**src/rtl/cmd_packer_pkg.sv**
```systemverilog
package cmd_packer_pkg;

    localparam int OFS_W  = 20;
    localparam int WORD_W = 32;

    localparam logic [7:0] OPC_DIRECT  = 8'h01;
    localparam logic [7:0] OPC_BURST   = 8'h09;
    localparam logic [3:0] BYTE_EN_ALL = 4'hF;

    typedef enum logic [3:0] {
        ST_IDLE,
        ST_DIR_LO,
        ST_DIR_HI,
        ST_HDR_LO,
        ST_HDR_HI,
        ST_CNT,
        ST_DATA,
        ST_PAD,
        ST_FILL
    } pk_state_e;

    typedef struct packed {
        logic [OFS_W-1:0]  ofs;
        logic [WORD_W-1:0] data;
    } pk_req_t;

    function automatic logic [WORD_W-1:0] direct_hdr(input logic [OFS_W-1:0] ofs);
        return {OPC_DIRECT, BYTE_EN_ALL, ofs};
    endfunction

    function automatic logic [WORD_W-1:0] burst_hdr(input logic [OFS_W-1:0] ofs);
        return {OPC_BURST, 4'h0, ofs};
    endfunction

endpackage

```
**src/rtl/pk_room.sv**
```systemverilog
module pk_room #(
    parameter int CAP_WORDS  = 64,
    parameter int LINE_WORDS = 16,
    localparam int FP_W      = $clog2(CAP_WORDS) + 1,
    localparam int LB        = $clog2(LINE_WORDS)
) (
    input  logic [FP_W-1:0] fp,
    output logic [FP_W-1:0] even_pos,
    output logic            has_room,
    output logic            line_aligned
);
    localparam logic [FP_W-1:0] ROOM_MAX = FP_W'(CAP_WORDS - 2);

    always_comb begin
        even_pos     = fp + FP_W'(fp[0]);
        has_room     = (fp <= ROOM_MAX);
        line_aligned = (fp[LB-1:0] == '0);
    end
endmodule

```
**src/rtl/pk_hdr_track.sv**
```systemverilog
module pk_hdr_track
    import cmd_packer_pkg::*;
#(
    parameter int AW   = 6,
    localparam int FP_W = AW + 1
) (
    input  logic              clk,
    input  logic              rst,
    input  logic              open_burst,
    input  logic [AW-1:0]     open_start,
    input  logic [OFS_W-1:0]  open_ofs,
    input  logic              bump,
    input  logic              close_burst,
    input  logic [OFS_W-1:0]  probe_ofs,
    output logic              hit,
    output logic [AW-1:0]     start,
    output logic [WORD_W-1:0] cnt_next
);
    logic              hv;
    logic [OFS_W-1:0]  hreg;
    logic [FP_W-1:0]   cnt;

    always_ff @(posedge clk) begin
        if (rst) begin
            hv    <= 1'b0;
            hreg  <= '0;
            cnt   <= '0;
            start <= '0;
        end else if (close_burst) begin
            hv <= 1'b0;
        end else if (open_burst) begin
            hv    <= 1'b1;
            hreg  <= open_ofs;
            start <= open_start;
            cnt   <= '0;
        end else if (bump) begin
            cnt <= cnt + FP_W'(1);
        end
    end

    always_comb begin
        hit      = hv && (hreg == probe_ofs);
        cnt_next = WORD_W'(cnt) + WORD_W'(1);
    end
endmodule

```
**src/rtl/cmd_packer.sv**
```systemverilog
module cmd_packer
    import cmd_packer_pkg::*;
#(
    parameter int CAP_WORDS  = 64,
    parameter int LINE_BYTES = 64,
    localparam int AW         = $clog2(CAP_WORDS),
    localparam int FP_W       = AW + 1,
    localparam int TB_W       = FP_W + 2,
    localparam int LINE_WORDS = LINE_BYTES / 4
) (
    input  logic              clk,
    input  logic              rst,
    input  logic              req_valid,
    output logic              req_ready,
    input  logic              req_indexed,
    input  logic [OFS_W-1:0]  req_offset,
    input  logic [WORD_W-1:0] req_data,
    input  logic              fin_valid,
    output logic              mem_we,
    output logic [AW-1:0]     mem_addr,
    output logic [WORD_W-1:0] mem_wdata,
    output logic [TB_W-1:0]   tail_bytes,
    output logic              fin_done,
    output logic              overflow
);
    localparam logic [FP_W-1:0] ROOM_MAX = FP_W'(CAP_WORDS - 2);

    pk_state_e       state;
    logic [FP_W-1:0] fp;
    logic [AW-1:0]   base;
    pk_req_t         lat;
    logic            ovf;

    logic [FP_W-1:0] even_pos;
    logic            has_room, line_aligned;
    logic            trk_hit, trk_open, trk_bump, trk_close;
    logic [AW-1:0]   trk_start;
    logic [WORD_W-1:0] trk_cnt_next;
    logic [FP_W-1:0] after_hdr;
    logic            hdr_room;
    logic            take_req, take_fin;

    pk_room #(.CAP_WORDS(CAP_WORDS), .LINE_WORDS(LINE_WORDS)) u_room (
        .fp           (fp),
        .even_pos     (even_pos),
        .has_room     (has_room),
        .line_aligned (line_aligned)
    );

    pk_hdr_track #(.AW(AW)) u_trk (
        .clk         (clk),
        .rst         (rst),
        .open_burst  (trk_open),
        .open_start  (base),
        .open_ofs    (lat.ofs),
        .bump        (trk_bump),
        .close_burst (trk_close),
        .probe_ofs   (req_offset),
        .hit         (trk_hit),
        .start       (trk_start),
        .cnt_next    (trk_cnt_next)
    );

    always_comb begin
        take_req  = (state == ST_IDLE) && req_valid;
        take_fin  = (state == ST_IDLE) && !req_valid && fin_valid;
        after_hdr = {1'b0, base} + FP_W'(2);
        hdr_room  = (after_hdr <= ROOM_MAX);
        trk_open  = (state == ST_HDR_HI);
        trk_bump  = (state == ST_CNT);
        trk_close = (take_req && !req_indexed && has_room) || take_fin;
    end

    always_ff @(posedge clk) begin
        if (rst) begin
            state <= ST_IDLE;
            fp    <= '0;
            base  <= '0;
            lat   <= '0;
            ovf   <= 1'b0;
        end else begin
            unique case (state)
                ST_IDLE: begin
                    if (req_valid) begin
                        lat <= '{ofs: req_offset, data: req_data};
                        if (req_indexed && trk_hit) begin
                            if (has_room) state <= ST_CNT;
                            else          ovf   <= 1'b1;
                        end else if (!has_room) begin
                            ovf <= 1'b1;
                        end else begin
                            base  <= even_pos[AW-1:0];
                            state <= req_indexed ? ST_HDR_LO : ST_DIR_LO;
                        end
                    end else if (fin_valid) begin
                        state <= ST_FILL;
                    end
                end
                ST_DIR_LO: state <= ST_DIR_HI;
                ST_DIR_HI: begin
                    fp    <= after_hdr;
                    state <= ST_IDLE;
                end
                ST_HDR_LO: state <= ST_HDR_HI;
                ST_HDR_HI: begin
                    fp <= after_hdr;
                    if (hdr_room) begin
                        state <= ST_CNT;
                    end else begin
                        ovf   <= 1'b1;
                        state <= ST_IDLE;
                    end
                end
                ST_CNT: state <= ST_DATA;
                ST_DATA: begin
                    fp    <= fp + FP_W'(1);
                    state <= fp[0] ? ST_IDLE : ST_PAD;
                end
                ST_PAD: state <= ST_IDLE;
                ST_FILL: begin
                    if (line_aligned) state <= ST_IDLE;
                    else              fp    <= fp + FP_W'(1);
                end
                default: state <= ST_IDLE;
            endcase
        end
    end

    always_comb begin
        mem_we    = 1'b0;
        mem_addr  = '0;
        mem_wdata = '0;
        unique case (state)
            ST_DIR_LO: begin
                mem_we = 1'b1; mem_addr = base; mem_wdata = lat.data;
            end
            ST_DIR_HI: begin
                mem_we = 1'b1; mem_addr = base + AW'(1); mem_wdata = direct_hdr(lat.ofs);
            end
            ST_HDR_LO: begin
                mem_we = 1'b1; mem_addr = base;
            end
            ST_HDR_HI: begin
                mem_we = 1'b1; mem_addr = base + AW'(1); mem_wdata = burst_hdr(lat.ofs);
            end
            ST_CNT: begin
                mem_we = 1'b1; mem_addr = trk_start; mem_wdata = trk_cnt_next;
            end
            ST_DATA: begin
                mem_we = 1'b1; mem_addr = fp[AW-1:0]; mem_wdata = lat.data;
            end
            ST_PAD: begin
                mem_we = 1'b1; mem_addr = fp[AW-1:0];
            end
            ST_FILL: begin
                mem_we = !line_aligned; mem_addr = fp[AW-1:0];
            end
            default: ;
        endcase
    end

    assign req_ready  = (state == ST_IDLE);
    assign tail_bytes = {fp, 2'b00};
    assign fin_done   = (state == ST_FILL) && line_aligned;
    assign overflow   = ovf;

endmodule

```
**config.mk**
```make
export PLATFORM = sky130hd
export DESIGN_NAME = cmd_packer
export DESIGN_NICKNAME = d
export VERILOG_FILES = /design/src/rtl/cmd_packer_pkg.sv /design/src/rtl/pk_room.sv /design/src/rtl/pk_hdr_track.sv /design/src/rtl/cmd_packer.sv
export SDC_FILE = /design/constraint.sdc
export NUM_CORES = 1
export LEC_CHECK = 0
export BUFFER_PORTS_ARGS = -buffer_cell sky130_fd_sc_hd__buf_2
export CAP_MARGIN = 5
export CORE_MARGIN = 2
export CORE_UTILIZATION = 43
export DETAILED_ROUTE_END_ITERATION = 12
export GPL_ROUTABILITY_DRIVEN = 1
export GPL_TIMING_DRIVEN = 1
export PLACE_DENSITY = 0.79
export SYNTH_ARGS = -nofsm -noshare
export SYNTH_HDL_FRONTEND = slang
export SYNTH_HIERARCHICAL = 1
export SYNTH_SLANG_ARGS = --single-unit
```
**constraint.sdc**
```tcl
create_clock -name clk -period 2 [get_ports clk]
set_input_delay 0.5 -clock clk [delete_from_list [all_inputs] [get_ports clk]]
set_output_delay 0.5 -clock clk [all_outputs]
set_load 0.02 [all_outputs]
```
==> results of run 1 <==
final cells by class:
type | count | area (um^2) | share of cell area, %
Tap cell | 176 | 220 | 2.63
Clock buffer | 10 | 229 | 2.73
Multi-Input combinational cell | 558 | 3650 | 43.6
Inverter | 33 | 126 | 1.51
Clock inverter | 6 | 61.3 | 0.732
Sequential cell | 104 | 2110 | 25.2
Timing Repair Buffer | 222 | 1970 | 23.6
tightest hold or removal path, stage by stage:
cell and delay [ns]:
buf_2 0.09, nand2_1 0.04, a21oi_1 0.05
power by group through the flow:
stage	Sequential, mW	Combinational, mW	Clock (mW)
finish	2.27	1.47	1.76
CTS	2.26	1.22	1.76
global placement	2.31	1.05	0
detailed placement	2.31	1.07	0
global route	2.29	1.56	1.86
floorplan	2.30	0.691	0
routing by layer:
metal  routed length, um  vias to the layer above
met5                   0                        -
met4                 673                        0
met3                1540                       55
met2                9730                      310
met1                7930                     2976
li1                    -                     2912
repair_timing:
item / in CTS / in global routing
endpoints found under the hold margin: 0 / 0
setup buffers: 16 / 24
resized for setup: 107 / 78
setup endpoints to repair: 78 / 87
cloned: 2 / 7
pin swaps: 17 / 37
state kept, by name (all words and copies together) (netlist names):
name / cells
base: 6
fp: 7
lat: 52
overflow: 1
state: 4
u_trk/cnt: 7
u_trk/hreg: 20
u_trk/hv: 1
u_trk/start: 6
worst paths after layout:
kind                                 endpoint  cells after the start
worst min register to register        lat[24]                      2
worst max-delay path            mem_wdata[27]                      6
worst min-delay path                   lat[9]                      3
worst max register to register        base[0]                     11
==> reports/qor.txt, run 1 <==
================================================================================
Total power density per cell area .................................  657 nW/um^2
Minimum clock period ..............................................      2.46 ns
Net switching power ...............................................      1.75 mW
Routability-driven placement congestion ratio .....................        0.945
First-pass GRT wire length ........................................     27800 um
Sequential Power Share ............................................        41.3%
Crit path max-delay family ........................................ buffers and inverters
CTS buffer count ..................................................            9
Number of diodes ..................................................            0
Vias/cell .........................................................         5.64
Run status ........................................................ finished with violations
Launching instance or port of the critical path ...................     state[1]
Number of core rows ...............................................           42
Power share of the clock group ....................................        32.0%
Total number of vias ..............................................         6253
Starting density of the core ......................................        44.4%
Class of the most critical setup path ............................. register to output port
Clock latency reported for the late side of the worst-skew pair ...      0.36 ns
Count of non-filler cells in the finished layout ..................         1109
Hold Worst Slack ..................................................     0.366 ns
Most common library cell in the layout ignoring fill and taps .....      nand2_1
Overall die height ................................................       121 um
Post-route DRC violation count ....................................            0
Wire length per cell after detailed routing .......................      17.9 um
Cell area after layout ............................................    8370 um^2
Placed instance count .............................................         1049
Worst path setup slack after routing ..............................    -0.459 ns
Slack of the worst reg-to-reg path ................................     -0.09 ns
Commonest cells after routing, fill and taps aside ................ 175 x nand2_1, 91 x dfxtp_1, 90 x buf_4, 85 x a21oi_1, 64 x buf_2
Area of the placeable core ........................................   13300 um^2
Post-layout utilization of the core ...............................        62.7%
Number of failing setup endpoints in the final timing report ......           53
Number of clock sinks .............................................          104
Floorplan die area ................................................   14800 um^2
Count of antenna-violating nets left after detailed routing .......            0
Instance count of the mapped netlist ..............................          752
Placed wire-length estimate .......................................     11300 um
Total design power ................................................      5.50 mW
Crit path required time ...........................................      1.50 ns
Startpoint type of the worst setup path ...........................     register
Setup TNS .........................................................    -14.81 ns
Fraction of final layout cells with drive strength greater than 1 .        36.3%
Total of warnings raised by yosys .................................            6
DRT iter0 DRCs ....................................................          757
Clock Pin Slew Worst Setup and Hold Paths .........................      0.08 ns
Largest vdd supply drop ...........................................     0.438 mV
Post-place setup slack ............................................    -0.305 ns
Fraction of met3 tracks used by global routing ....................        3.85%
Antenna violations before repair ..................................            0
Timing-limited maximum frequency ..................................      407 MHz
Post-placement cell area ..........................................    6960 um^2
Final worst-path cycle share ......................................         123%
I/O pins ..........................................................          108
GRT overflow ......................................................            0
Met1 Resource Use GR ..............................................        30.8%
Count of maximum capacitance violations ...........................            0
Number of global-route vias before repair .........................         5600
Largest fanout on the critical path ...............................            6
H-Tree Depth ......................................................            3
Post-Syn Area .....................................................    5930 um^2
Die X .............................................................       121 um
Switching portion of total power ..................................        31.8%
Largest net degree at the start of global routing .................           51
Startpoint of the most critical hold path .........................  req_data[9]
Avg Cell Area, Syn ................................................    7.89 um^2
Hold Crit Class ................................................... primary input to register
First-pass detailed-route iteration total .........................            9
Peak-usage layer in the global routing report .....................         met2
Maximum buffer depth of the clock tree ............................            2
Buffer cell driving the clock tree root ...........................    clkbuf_16
Standard cell with the maximum stage delay on the critical path ...       or3b_4
R2R Path Start .................................................... u_trk/hreg[11]
Number of pins exceeding their max-slew limit in the final report .            0
Violated checks ................................................... negative setup slack
Count of nets after finishing .....................................          994
Post-cts hold buffer count ........................................            0
Arrival time of data at the critical path endpoint ................      1.96 ns
Total wirelength of the detailed-routed design ....................     19900 um
Leakage power summed over all cells ...............................      3.54 nW
Input/output buffers ..............................................          105
RSZ-0062 raised after global routing ..............................          yes
Internal power ....................................................      3.75 mW
Combinational fraction of design power ............................        26.7%
Number of fill cells ..............................................         1069
Setup Skew ........................................................   0.00754 ns
CTS tree ..........................................................         done
Stage delay of the slowest cell on the critical path ..............      0.42 ns
GR Layer Usage met2 ...............................................        40.0%
Cell chain of the critical path ................................... or3b_4 > a21oi_4 > buf_12 > clkbuf_16 > a221o_1 > buf_6
Final Hold Vio Count ..............................................            0
Area grow syn2layout ..............................................        41.2%
Type of element capturing the critical path .......................  output port
Overall global routing resource usage .............................        23.9%
Buf+Inv Stages, Crit Path .........................................            3
================================================================================
No activity file was read; power rests on OpenSTA's default activity.
==> inputs of run 2 (changes only) <==
--- a/config.mk
+++ b/config.mk
@@ -12,8 +12,7 @@
 export DETAILED_ROUTE_END_ITERATION = 12
 export GPL_ROUTABILITY_DRIVEN = 1
 export GPL_TIMING_DRIVEN = 1
-export PLACE_DENSITY = 0.79
+export PLACE_DENSITY = 0.8
 export SYNTH_ARGS = -nofsm -noshare
 export SYNTH_HDL_FRONTEND = slang
-export SYNTH_HIERARCHICAL = 1
 export SYNTH_SLANG_ARGS = --single-unit
==> run 2 against run 1 <==
Against the previous run:
- the flow still finishes with violations (negative setup slack)
- clock power down 6%
- flip-flop and latch count down 2
- die area down 15%
- first-iteration DRC count down 56%
- combinational power down 37%
- routed wire length down 25%
- maximum frequency up 7.5%
- cell area down 17%
==> reports/qor.txt, run 2 <==
================================================================================
Run status ........................................................ finished with violations
Violated checks ................................................... negative setup slack
Largest area contributor in the netlist ...........................      dfxtp_1
Timing-limited maximum frequency ..................................      437 MHz   +7.5%
Stage delay of the slowest cell on the critical path ..............      0.40 ns   -0.02 ns
Capturing point of the worst reg2reg path .........................      base[4]
Cell chain of the critical path ................................... nand2b_4 > nor2_4 > o21ba_4 > a222oi_1 > inv_1 > buf_2
Die X .............................................................       112 um   -7.6%
Headroom to the max-slew limit ....................................        61.2%
Worst-margin pin slew .............................................     0.581 ns
Hold Worst Slack ..................................................     0.383 ns   +0.0171 ns
First-pass detailed-route iteration total .........................            5   -4
Instance count of the mapped netlist ..............................          669   -11%
Min-Delay Path Depth ..............................................            3   unchanged
RSZ-0062 raised after global routing ..............................          yes
Number of fill cells ..............................................         1001   -6.4%
Standard cell with the maximum stage delay on the critical path ...      dfxtp_4
Wire length per cell after detailed routing .......................      15.7 um   -12%
Number of failing setup endpoints in the final timing report ......           40   -25%
Overall die height ................................................       112 um   -7.6%
Arrival time of data at the critical path endpoint ................      1.79 ns   -0.17 ns
Footprint of the flip-flops and latches ...........................    2070 um^2   -2.1%
Largest fanout on the critical path ...............................            5   -1
R2R Path Start .................................................... u_trk.hreg[7]
Final worst-path cycle share ......................................         114%   -8.6 points
Commonest cells post-synth ........................................ 193 x nand2_1, 102 x dfxtp_1, 97 x a21oi_1
Maximum buffer depth of the clock tree ............................            2   unchanged
Fraction of final layout cells with drive strength greater than 1 .        33.1%   -3.2 points
Antenna violations before repair ..................................            1   +1
Register bit total from synthesis .................................          102
Clock Pin Slew Worst Setup and Hold Paths .........................      0.07 ns   about the same
Total number of vias ..............................................         5101   -18%
Worst path setup slack after routing ..............................    -0.287 ns   +0.173 ns
Total wirelength of the detailed-routed design ....................     14900 um   -25%
Leakage power summed over all cells ...............................      2.83 nW   -20%
Crit path required time ...........................................      1.50 ns   about the same
Slack of the worst reg-to-reg path ................................      0.07 ns   +0.16 ns
Avg Cell Area, Syn ................................................    7.52 um^2   -4.6%
Class of the most critical setup path ............................. register to output port
Number of pins exceeding their max-slew limit in the final report .            0   unchanged
Number of cells on the worst reg-to-reg path ......................            5   -6
Routability-driven placement congestion ratio .....................        0.892   -5.5%
GRT overflow ......................................................            0   unchanged
Most numerous cell in the Yosys netlist ...........................      nand2_1
Cell types occupying the most area after synthesis ................ dfxtp_1 41%, nand2_1 14%, a21oi_1 9.6%
Post-place setup slack ............................................    -0.269 ns   +0.0361 ns
Total of warnings raised by yosys .................................            0   -6
Buffer cell driving the clock tree root ...........................    clkbuf_16
Overall global routing resource usage .............................        22.7%   -1.2 points
DRT iter0 DRCs ....................................................          335   -56%
Input/output buffers ..............................................          105   unchanged
Most flop-heavy register ..........................................          lat
Flip-flop count of the largest register after layout ..............           52   unchanged
Total power density per cell area .................................  691 nW/um^2   +5.3%
Clock latency reported for the late side of the worst-skew pair ...      0.35 ns   about the same
Synth cell types ..................................................           51
Floorplan die area ................................................   12600 um^2   -15%
Post-route DRC violation count ....................................            0   unchanged
Hold Crit Class ................................................... primary input to register
Final Hold Vio Count ..............................................            0   unchanged
Count of nets after finishing .....................................          861   -13%
Hold-critical path endpoint .......................................      lat[31]
Most common library cell in the layout ignoring fill and taps .....      nand2_1
Area grow syn2layout ..............................................        37.8%
Number of core rows ...............................................           39   -7.1%
First-pass GRT wire length ........................................     23200 um   -17%
Placed wire-length estimate .......................................      9630 um   -15%
Top-area cell type share of the netlist area ......................        40.6%
Leading register cell type out of synthesis .......................      dfxtp_1
Count of antenna-violating nets left after detailed routing .......            0   unchanged
Post-Syn Area .....................................................    5030 um^2   -15%
Setup Skew ........................................................   0.00887 ns   +0.00133 ns
Leading registers by flop count ................................... lat: 52 flops, u_trk.hreg: 20 flops
Largest vdd supply drop ...........................................     0.617 mV   +41%
CTS tree ..........................................................         done
Starting density of the core ......................................        44.1%   -0.36 points
Type of element capturing the critical path .......................  output port
Vias/cell .........................................................         5.38   -4.6%
Area of the placeable core ........................................   11400 um^2   -14%
Sequential area share after synthesis .............................        40.6%
Minimum clock period ..............................................      2.29 ns   -0.173 ns
Number of clock sinks .............................................          102   -1.9%
Largest net degree at the start of global routing .................           80   +57%
Count of maximum capacitance violations ...........................            0   unchanged
Fraction of registers with async set or reset after synthesis .....           0%
Startpoint of the most critical hold path ......................... req_data[31]
EDFF count, synth .................................................            0
H-Tree Depth ......................................................            3   unchanged
Commonest cells after routing, fill and taps aside ................ 188 x nand2_1, 94 x a21oi_1, 90 x dfxtp_1, 68 x buf_2, 50 x buf_4
Startpoint type of the worst setup path ...........................     register
CTS buffer count ..................................................            9   unchanged
Total area of multi-input combinational cells .....................    3080 um^2   -16%
I/O pins ..........................................................          108   unchanged
Number of global-route vias before repair .........................         4664   -17%
================================================================================
## run 2: area by class of cell
cell class	count	area share (%)
multi-input combinational	510	44.4
sequential	102	29.8
timing repair buffer	165	18.6
clock buffer	10	3.30
tap	143	2.58
clock inverter	6	0.649
inverter	11	0.595
antenna	1	0.0361
## run 2: worst max-delay path: cells and delay by family, from the launching register on
kind            cells  cell delay [ns]
simple gates        2             0.21
compound gates      2             0.59
buf+inv             2             0.23
flops               1             0.40
## run 2: cell families (layout without fill, tap and decap cells)
group           count (synthesis)  in the layout  synth area share, %
compound gates                168            169                 20.3
xor+xnor                       32             32                 5.57
fa+ha+maj                       5              5                 1.24
buf+inv                        59            192                 4.92
flops                         102            102                 40.6
mux                             8              8                 1.72
other cells                     1              3               0.0745
simple gates                  294            294                 25.6
## run 2: metrics by stage
step	total power, mW	setup TNS [ns]	std cells	area (um^2)	utilization, %
2_1_floorplan	2.71	-0.450	670	5100	-
3_3_place_gp	3.00	-2.18	915	5980	52.4
3_5_place_dp	3.01	-2.47	915	5980	52.4
4_1_cts	4.71	-6.99	941	6590	57.7
5_1_grt	4.99	-10.00	947	6940	60.7
6_report	4.80	-8.01	948	6940	60.8
## run 2: timing repair
action / in CTS / in global routing
endpoints found under the setup margin: 44 / 46
resized for setup: 85 / 84
hold endpoints to repair: 0 / 0
cloned: 2 / 1
pin swaps: 16 / 35
hold buffers: 0 / 0
buffers inserted: 8 / 6
## run 2: worst max-delay path by stage
stage | slack, ns | cells past startpoint | from | end
2_1_floorplan | -0.05 | 7 | state[2] | mem_wdata[10]
3_3_place_gp | -0.24 | 6 | req_offset[18] | base[4]
3_5_place_dp | -0.27 | 6 | req_offset[18] | base[5]
4_1_cts | -0.26 | 6 | state[0] | mem_wdata[8]
5_1_grt | -0.32 | 6 | state[1] | mem_wdata[8]
6_report | -0.29 | 6 | state[1] | mem_wdata[2]
## run 2: layer usage
layer | global-route usage (%) | vias up | routed length (um)
met4 | 5.04 | 0 | 238
met2 | 38.2 | 188 | 7340
met5 | 0 | - | 0
li1 | - | 2522 | -
met3 | 5.89 | 24 | 1060
met1 | 29.5 | 2367 | 6260
## run 2: report_power, final
part | internal (mW) | switching, mW | total [mW]
registers | 2.13 | 0.0888 | 2.22
logic | 0.415 | 0.516 | 0.931
clock network | 0.854 | 0.797 | 1.65
total | 3.40 | 1.40 | 4.80
